**src/rtl/fpmm_pkg.sv**
```systemverilog
package fpmm_pkg;
  typedef struct packed {
    logic nan;
    logic snan;
  } fp_class_t;
endpackage

```
**src/rtl/fpmm_classify.sv**
```systemverilog
module fpmm_classify
  import fpmm_pkg::*;
#(
  parameter int EXP_W = 8,
  parameter int MAN_W = 23,
  localparam int W = 1 + EXP_W + MAN_W
) (
  input  logic [W-1:0] op_i,
  output fp_class_t    cls_o
);
  logic [EXP_W-1:0] exp_f;
  logic [MAN_W-1:0] man_f;
  assign exp_f = op_i[W-2 -: EXP_W];
  assign man_f = op_i[MAN_W-1:0];

  always_comb begin
    cls_o.nan  = (&exp_f) && (|man_f);
    cls_o.snan = cls_o.nan && !man_f[MAN_W-1];
  end
endmodule

```
**src/rtl/fpmm_order.sv**
```systemverilog
module fpmm_order #(
  parameter int W = 32
) (
  input  logic [W-1:0] a_i,
  input  logic [W-1:0] b_i,
  output logic         a_lt_sym_o,  // total order, -0 < +0
  output logic         a_lt_leg_o,  // zeros equal
  output logic         a_gt_leg_o
);
  logic [W-1:0] key_a, key_b;
  logic         both_zero;

  // sign-magnitude to unsigned order
  assign key_a = a_i[W-1] ? ~a_i : (a_i ^ {1'b1, {(W-1){1'b0}}});
  assign key_b = b_i[W-1] ? ~b_i : (b_i ^ {1'b1, {(W-1){1'b0}}});
  assign both_zero = (a_i[W-2:0] == '0) && (b_i[W-2:0] == '0);

  assign a_lt_sym_o = key_a < key_b;
  assign a_lt_leg_o = !both_zero && (key_a < key_b);
  assign a_gt_leg_o = !both_zero && (key_a > key_b);
endmodule

```
**src/rtl/fpmm_nan_merge.sv**
```systemverilog
module fpmm_nan_merge #(
  parameter int W     = 32,
  parameter int MAN_W = 23
) (
  input  logic [W-1:0] a_i,
  input  logic [W-1:0] b_i,
  input  logic         a_nan_i,
  input  logic         b_nan_i,
  output logic [W-1:0] nan_o
);
  localparam logic [W-1:0] QBIT = W'(1) << (MAN_W - 1);

  // OR of all NaN inputs keeps payload bits from both and is commutative
  assign nan_o = (a_nan_i ? a_i : '0) | (b_nan_i ? b_i : '0) | QBIT;
endmodule

```
**src/rtl/fpmm_minmax.sv**
```systemverilog
module fpmm_minmax
  import fpmm_pkg::*;
#(
  parameter int EXP_W = 8,
  parameter int MAN_W = 23,
  localparam int W = 1 + EXP_W + MAN_W
) (
  input  logic [W-1:0] a_i,
  input  logic [W-1:0] b_i,
  input  logic [2:0]   sel_i,
  output logic [W-1:0] res_o,
  output logic         invalid_o
);
  fp_class_t  cls [2];
  logic [W-1:0] ops [2];
  assign ops[0] = a_i;
  assign ops[1] = b_i;

  for (genvar g = 0; g < 2; g++) begin : g_cls
    fpmm_classify #(.EXP_W(EXP_W), .MAN_W(MAN_W)) u_cls (
      .op_i (ops[g]),
      .cls_o(cls[g])
    );
  end

  logic a_lt_sym, a_lt_leg, a_gt_leg;
  fpmm_order #(.W(W)) u_ord (
    .a_i       (a_i),
    .b_i       (b_i),
    .a_lt_sym_o(a_lt_sym),
    .a_lt_leg_o(a_lt_leg),
    .a_gt_leg_o(a_gt_leg)
  );

  logic [W-1:0] nan_res;
  fpmm_nan_merge #(.W(W), .MAN_W(MAN_W)) u_merge (
    .a_i    (a_i),
    .b_i    (b_i),
    .a_nan_i(cls[0].nan),
    .b_nan_i(cls[1].nan),
    .nan_o  (nan_res)
  );

  logic legacy, want_max, num_fav, any_nan, both_nan;
  logic [W-1:0] sym_res, leg_res;

  assign legacy   = sel_i[2];
  assign want_max = sel_i[0];
  assign num_fav  = sel_i[1] && !legacy;
  assign any_nan  = cls[0].nan || cls[1].nan;
  assign both_nan = cls[0].nan && cls[1].nan;

  always_comb begin
    if (!any_nan)
      sym_res = (want_max ? !a_lt_sym : a_lt_sym) ? a_i : b_i;
    else if (num_fav && !both_nan)
      sym_res = cls[0].nan ? b_i : a_i;
    else
      sym_res = nan_res;
  end

  // NaN makes every comparison false -> second operand
  assign leg_res   = (!any_nan && (want_max ? a_gt_leg : a_lt_leg)) ? a_i : b_i;
  assign res_o     = legacy ? leg_res : sym_res;
  assign invalid_o = cls[0].snan || cls[1].snan;

  always_comb begin
    if (!legacy && !num_fav && any_nan)
      assert_nan_wins_R2: assert (&res_o[W-2 -: EXP_W] && res_o[MAN_W-1])
        else $error("NaN-favoring result not a quiet NaN");
    if (num_fav && (cls[0].nan != cls[1].nan))
      assert_number_wins_R3: assert (res_o == (cls[0].nan ? b_i : a_i))
        else $error("number-favoring did not return numeric operand");
    if (!legacy && both_nan)
      assert_payload_kept_R4: assert ((res_o & (a_i | b_i)) == (a_i | b_i))
        else $error("NaN payload bit lost");
    if (legacy && any_nan)
      assert_legacy_second_R6: assert (res_o == b_i)
        else $error("legacy NaN compare did not return second operand");
    if (!legacy && !any_nan)
      assert_pick_input_R1: assert (res_o == a_i || res_o == b_i)
        else $error("numeric result is not an input");
  end
endmodule

```
**config.mk**
```make
export PLATFORM = sky130hd
export DESIGN_NAME = fpmm_minmax
export DESIGN_NICKNAME = d
export VERILOG_FILES = /design/src/rtl/fpmm_pkg.sv /design/src/rtl/fpmm_classify.sv /design/src/rtl/fpmm_order.sv /design/src/rtl/fpmm_nan_merge.sv /design/src/rtl/fpmm_minmax.sv
export SDC_FILE = /design/constraint.sdc
export NUM_CORES = 1
export LEC_CHECK = 0
export BUFFER_PORTS_ARGS = -buffer_cell sky130_fd_sc_hd__buf_2
export CAP_MARGIN = 20
export CORE_ASPECT_RATIO = 1.25
export CORE_MARGIN = 10
export CORE_UTILIZATION = 39
export DETAILED_ROUTE_END_ITERATION = 12
export GPL_TIMING_DRIVEN = 0
export PLACE_DENSITY_LB_ADDON = 0.2
export SLEW_MARGIN = 20
export SYNTH_ARGS = -nofsm -noshare
export SYNTH_HDL_FRONTEND = slang
export SYNTH_HIERARCHICAL = 1
export SYNTH_SLANG_ARGS = --single-unit
```
**constraint.sdc**
```tcl
create_clock -name vclk -period 4.5
set_clock_uncertainty 0.1 [all_clocks]
set_input_delay 0.9 -clock vclk [all_inputs]
set_output_delay 0.9 -clock vclk [all_outputs]
set_load 0.01 [all_outputs]
```
==> metrics.txt <==
num sequential 0; final setup vio count 32; complex-gate fraction of the synthesized area 36.2%; PortBufs between 90 and 100; Arr. time, crit path roughly 4200 ps; Worst Setup End Kind output port; unrepaired setup endpoints after global routing true; main combinational cell family by area after synthesis compound AO/OA/AOI/OAI gates; DP HPWL between 10000 and 15000 microns; Yosys warning count 6; leakage 0.00242 uW; Synth top area share 13.6%; CP required about 3500 ps; # clk buffers 0; Final ANT Viol Nets 0; crit path kind in2out; critical path's slowest cell a211o_1; Die ar. 14700 sq um; Slew @ Worst Pin between 800 and 900 ps; mapped cell area around 4000 sq um; top post-synthesis cells by count 70 x nand2_1, 62 x a22o_1, 44 x a21oi_1; vias in the first global route 5112; synth unique cells 48; maxcap violations 0; Final #Nets 781; Synthesized Nets between 600 and 700; Remaining Overflow, GRT 0; cells along the critical path buf_12, clkbuf_16, buf_16, xnor2_2, ha_1, a21oi_1, o21ai_1, a221o_1, a211o_1, nor3b_2, mux2i_2, nor3_4, buf_6, buf_8, mux2_4, a22o_1, buf_2; first-pass GRT wire length approximately 28000 microns; Core Rows between 40 and 50; total track usage between 20 and 25%; vias per cell between 6 and 7; largest net degree at the start of global routing 11; post-placement setup slack -941 ps; Slew Limit Fails 0; post-synthesis sequential area ratio 0%; crit path time final 5220 ps; routability cong. 0.916; slowest cell delay on critical path 340 ps; Fmax 192 MHz; dpl cells 770; Starting Density 39.8%; Routed Wire Length approximately 18000 microns; first drt pass iteration count 7; layout cells sized above 1 ~35%; hold path depth 4; Finished Layout Cells 809; count leader, synth nand2_1; drt drc 0; Mean Syn Cell Area between 7 and 8 sq um; area grow syn2layout 39.8%; die width between 100 and 150 microns; worst-path maximum fanout 6; Die H 133 microns; routed len/inst 22.6 microns; Ports 100; Synth Area in Simple Gates 23.5%; post-route clock period utilization 116%; vias post-DR 5339; n_diodes 0; setup ws final -718 ps; adder-cell share of the synthesized area 10.0%; Post-Syn Instances 542; outcome complete, but fails checks; initial antenna violation count 0; violated checks setup timing; critical path startpoint category input pin; VDD IR-drop max approximately 86 uV; cts hold-fix bufs 0; FF/Latch Area 0 sq um; Worst slew margin 42.0%; cell accounting for the most synthesized area a22o_1; ranking of synthesized cells by area a22o_1 14%, ha_1 10%, mux2_2 9.0%, a221o_1 8.2%, xnor2_1 7.0%; Post-Synth XOR/XNOR Area 14.0%; multiplexer share of the synthesized area a little under a tenth; Hold Violations, Final 0; fill count 966; Iter 0 DRT Violations 555; min-delay worst type in2out; core footprint about 10000 sq um; PD cells 163 nW/um^2
==> worst max-delay path: cells and delay by family <==
kind                       cells  cell delay (ps)
adders and majority gates      1              330
muxes                          2              420
buffers and inverters          6              900
and+or+nand+nor                2              420
xor gates and xnor gates       1              120
AOI/OAI and AO/OA              5             1120
==> stage by stage <==
step | setup TNS, ps | power (uW) | instance area, sq um | hold WS [ps] | utilization [%]
2_1_floorplan | -4630 | 465 | 4120 | 1970 | -
3_3_place_gp | -26380 | 685 | 4770 | 2250 | 47.5
3_5_place_dp | -28030 | 704 | 4770 | 2250 | 47.5
4_1_cts | -21770 | 805 | 5260 | 2240 | 52.3
5_1_grt | -24730 | 973 | 5600 | 2280 | 55.7
6_report | -21630 | 911 | 5600 | 2250 | 55.7
==> kinds of logic (layout without fill, tap and decap cells) <==
| kind of cell | after synthesis | count (layout) |
|---|---|---|
| other | 1 | 1 |
| multiplexers | 33 | 33 |
| XOR/XNOR | 64 | 64 |
| AND/OR/NAND/NOR | 165 | 165 |
| adder cells (fa/ha/maj) | 32 | 32 |
| buffers and inverters | 57 | 195 |
| AO/OA/AOI/OAI | 190 | 190 |
==> report_power, final <==
| group | total, uW | switching [uW] | internal [uW] | leakage [uW] |
|---|---|---|---|---|
| combinational | 911 | 461 | 449 | 0.00242 |
| clock | 0 | 0 | 0 | 0 |
| sequential | 0 | 0 | 0 | 0 |
| total | 911 | 461 | 449 | 0.00242 |
==> layout by cell type, fill, tap and decap left out, drive strengths merged, types with 2 or more instances in the layout <==
cell type,instances
clkbuf,30
a211oi,3
xnor2,32
nand3b,33
nor2,6
a21o,2
nor3b,2
ha,32
a2111oi,2
buf,162
inv,2
o41a,2
o21a,2
and4,2
a31oi,32
o21ai,2
mux2,32
nor4,22
nand3,3
nand2,70
or4,5
xor2,32
nor3,4
nand4,15
a22o,63
a221o,33
a21oi,44
==> layer usage <==
metal  wire [microns]  global-route usage (%)  up-vias
li1                 -                       -     2421
met1             7450                    27.9     2530
met2             8720                    37.5      340
met3             1580                    2.52       48
met4              490                    5.36        0
met5                0                       0        -
==> path summary, 6_finish.rpt <==
check    start   endpoint
min    a_i[20]  res_o[20]
max    b_i[31]  res_o[26]
==> area by class of cell <==
class / count / area (sq um) / share of cell area, %
tap: 129 / 161 / 2.88
inverter: 2 / 7.51 / 0.134
multi-input combinational: 485 / 4070 / 72.7
timing repair buffer: 139 / 953 / 17.0
buffer: 54 / 408 / 7.28
==> repair_timing <==
action                                  in CTS  in global routing
endpoints found under the setup margin      32                 32
gates cloned                                 3                  2
pin swaps                                   21                 21
buffers inserted                            20                 17
endpoints found under the hold margin        0                  0
gates resized for setup                     57                 42
No activity file was read; power rests on OpenSTA's default activity.
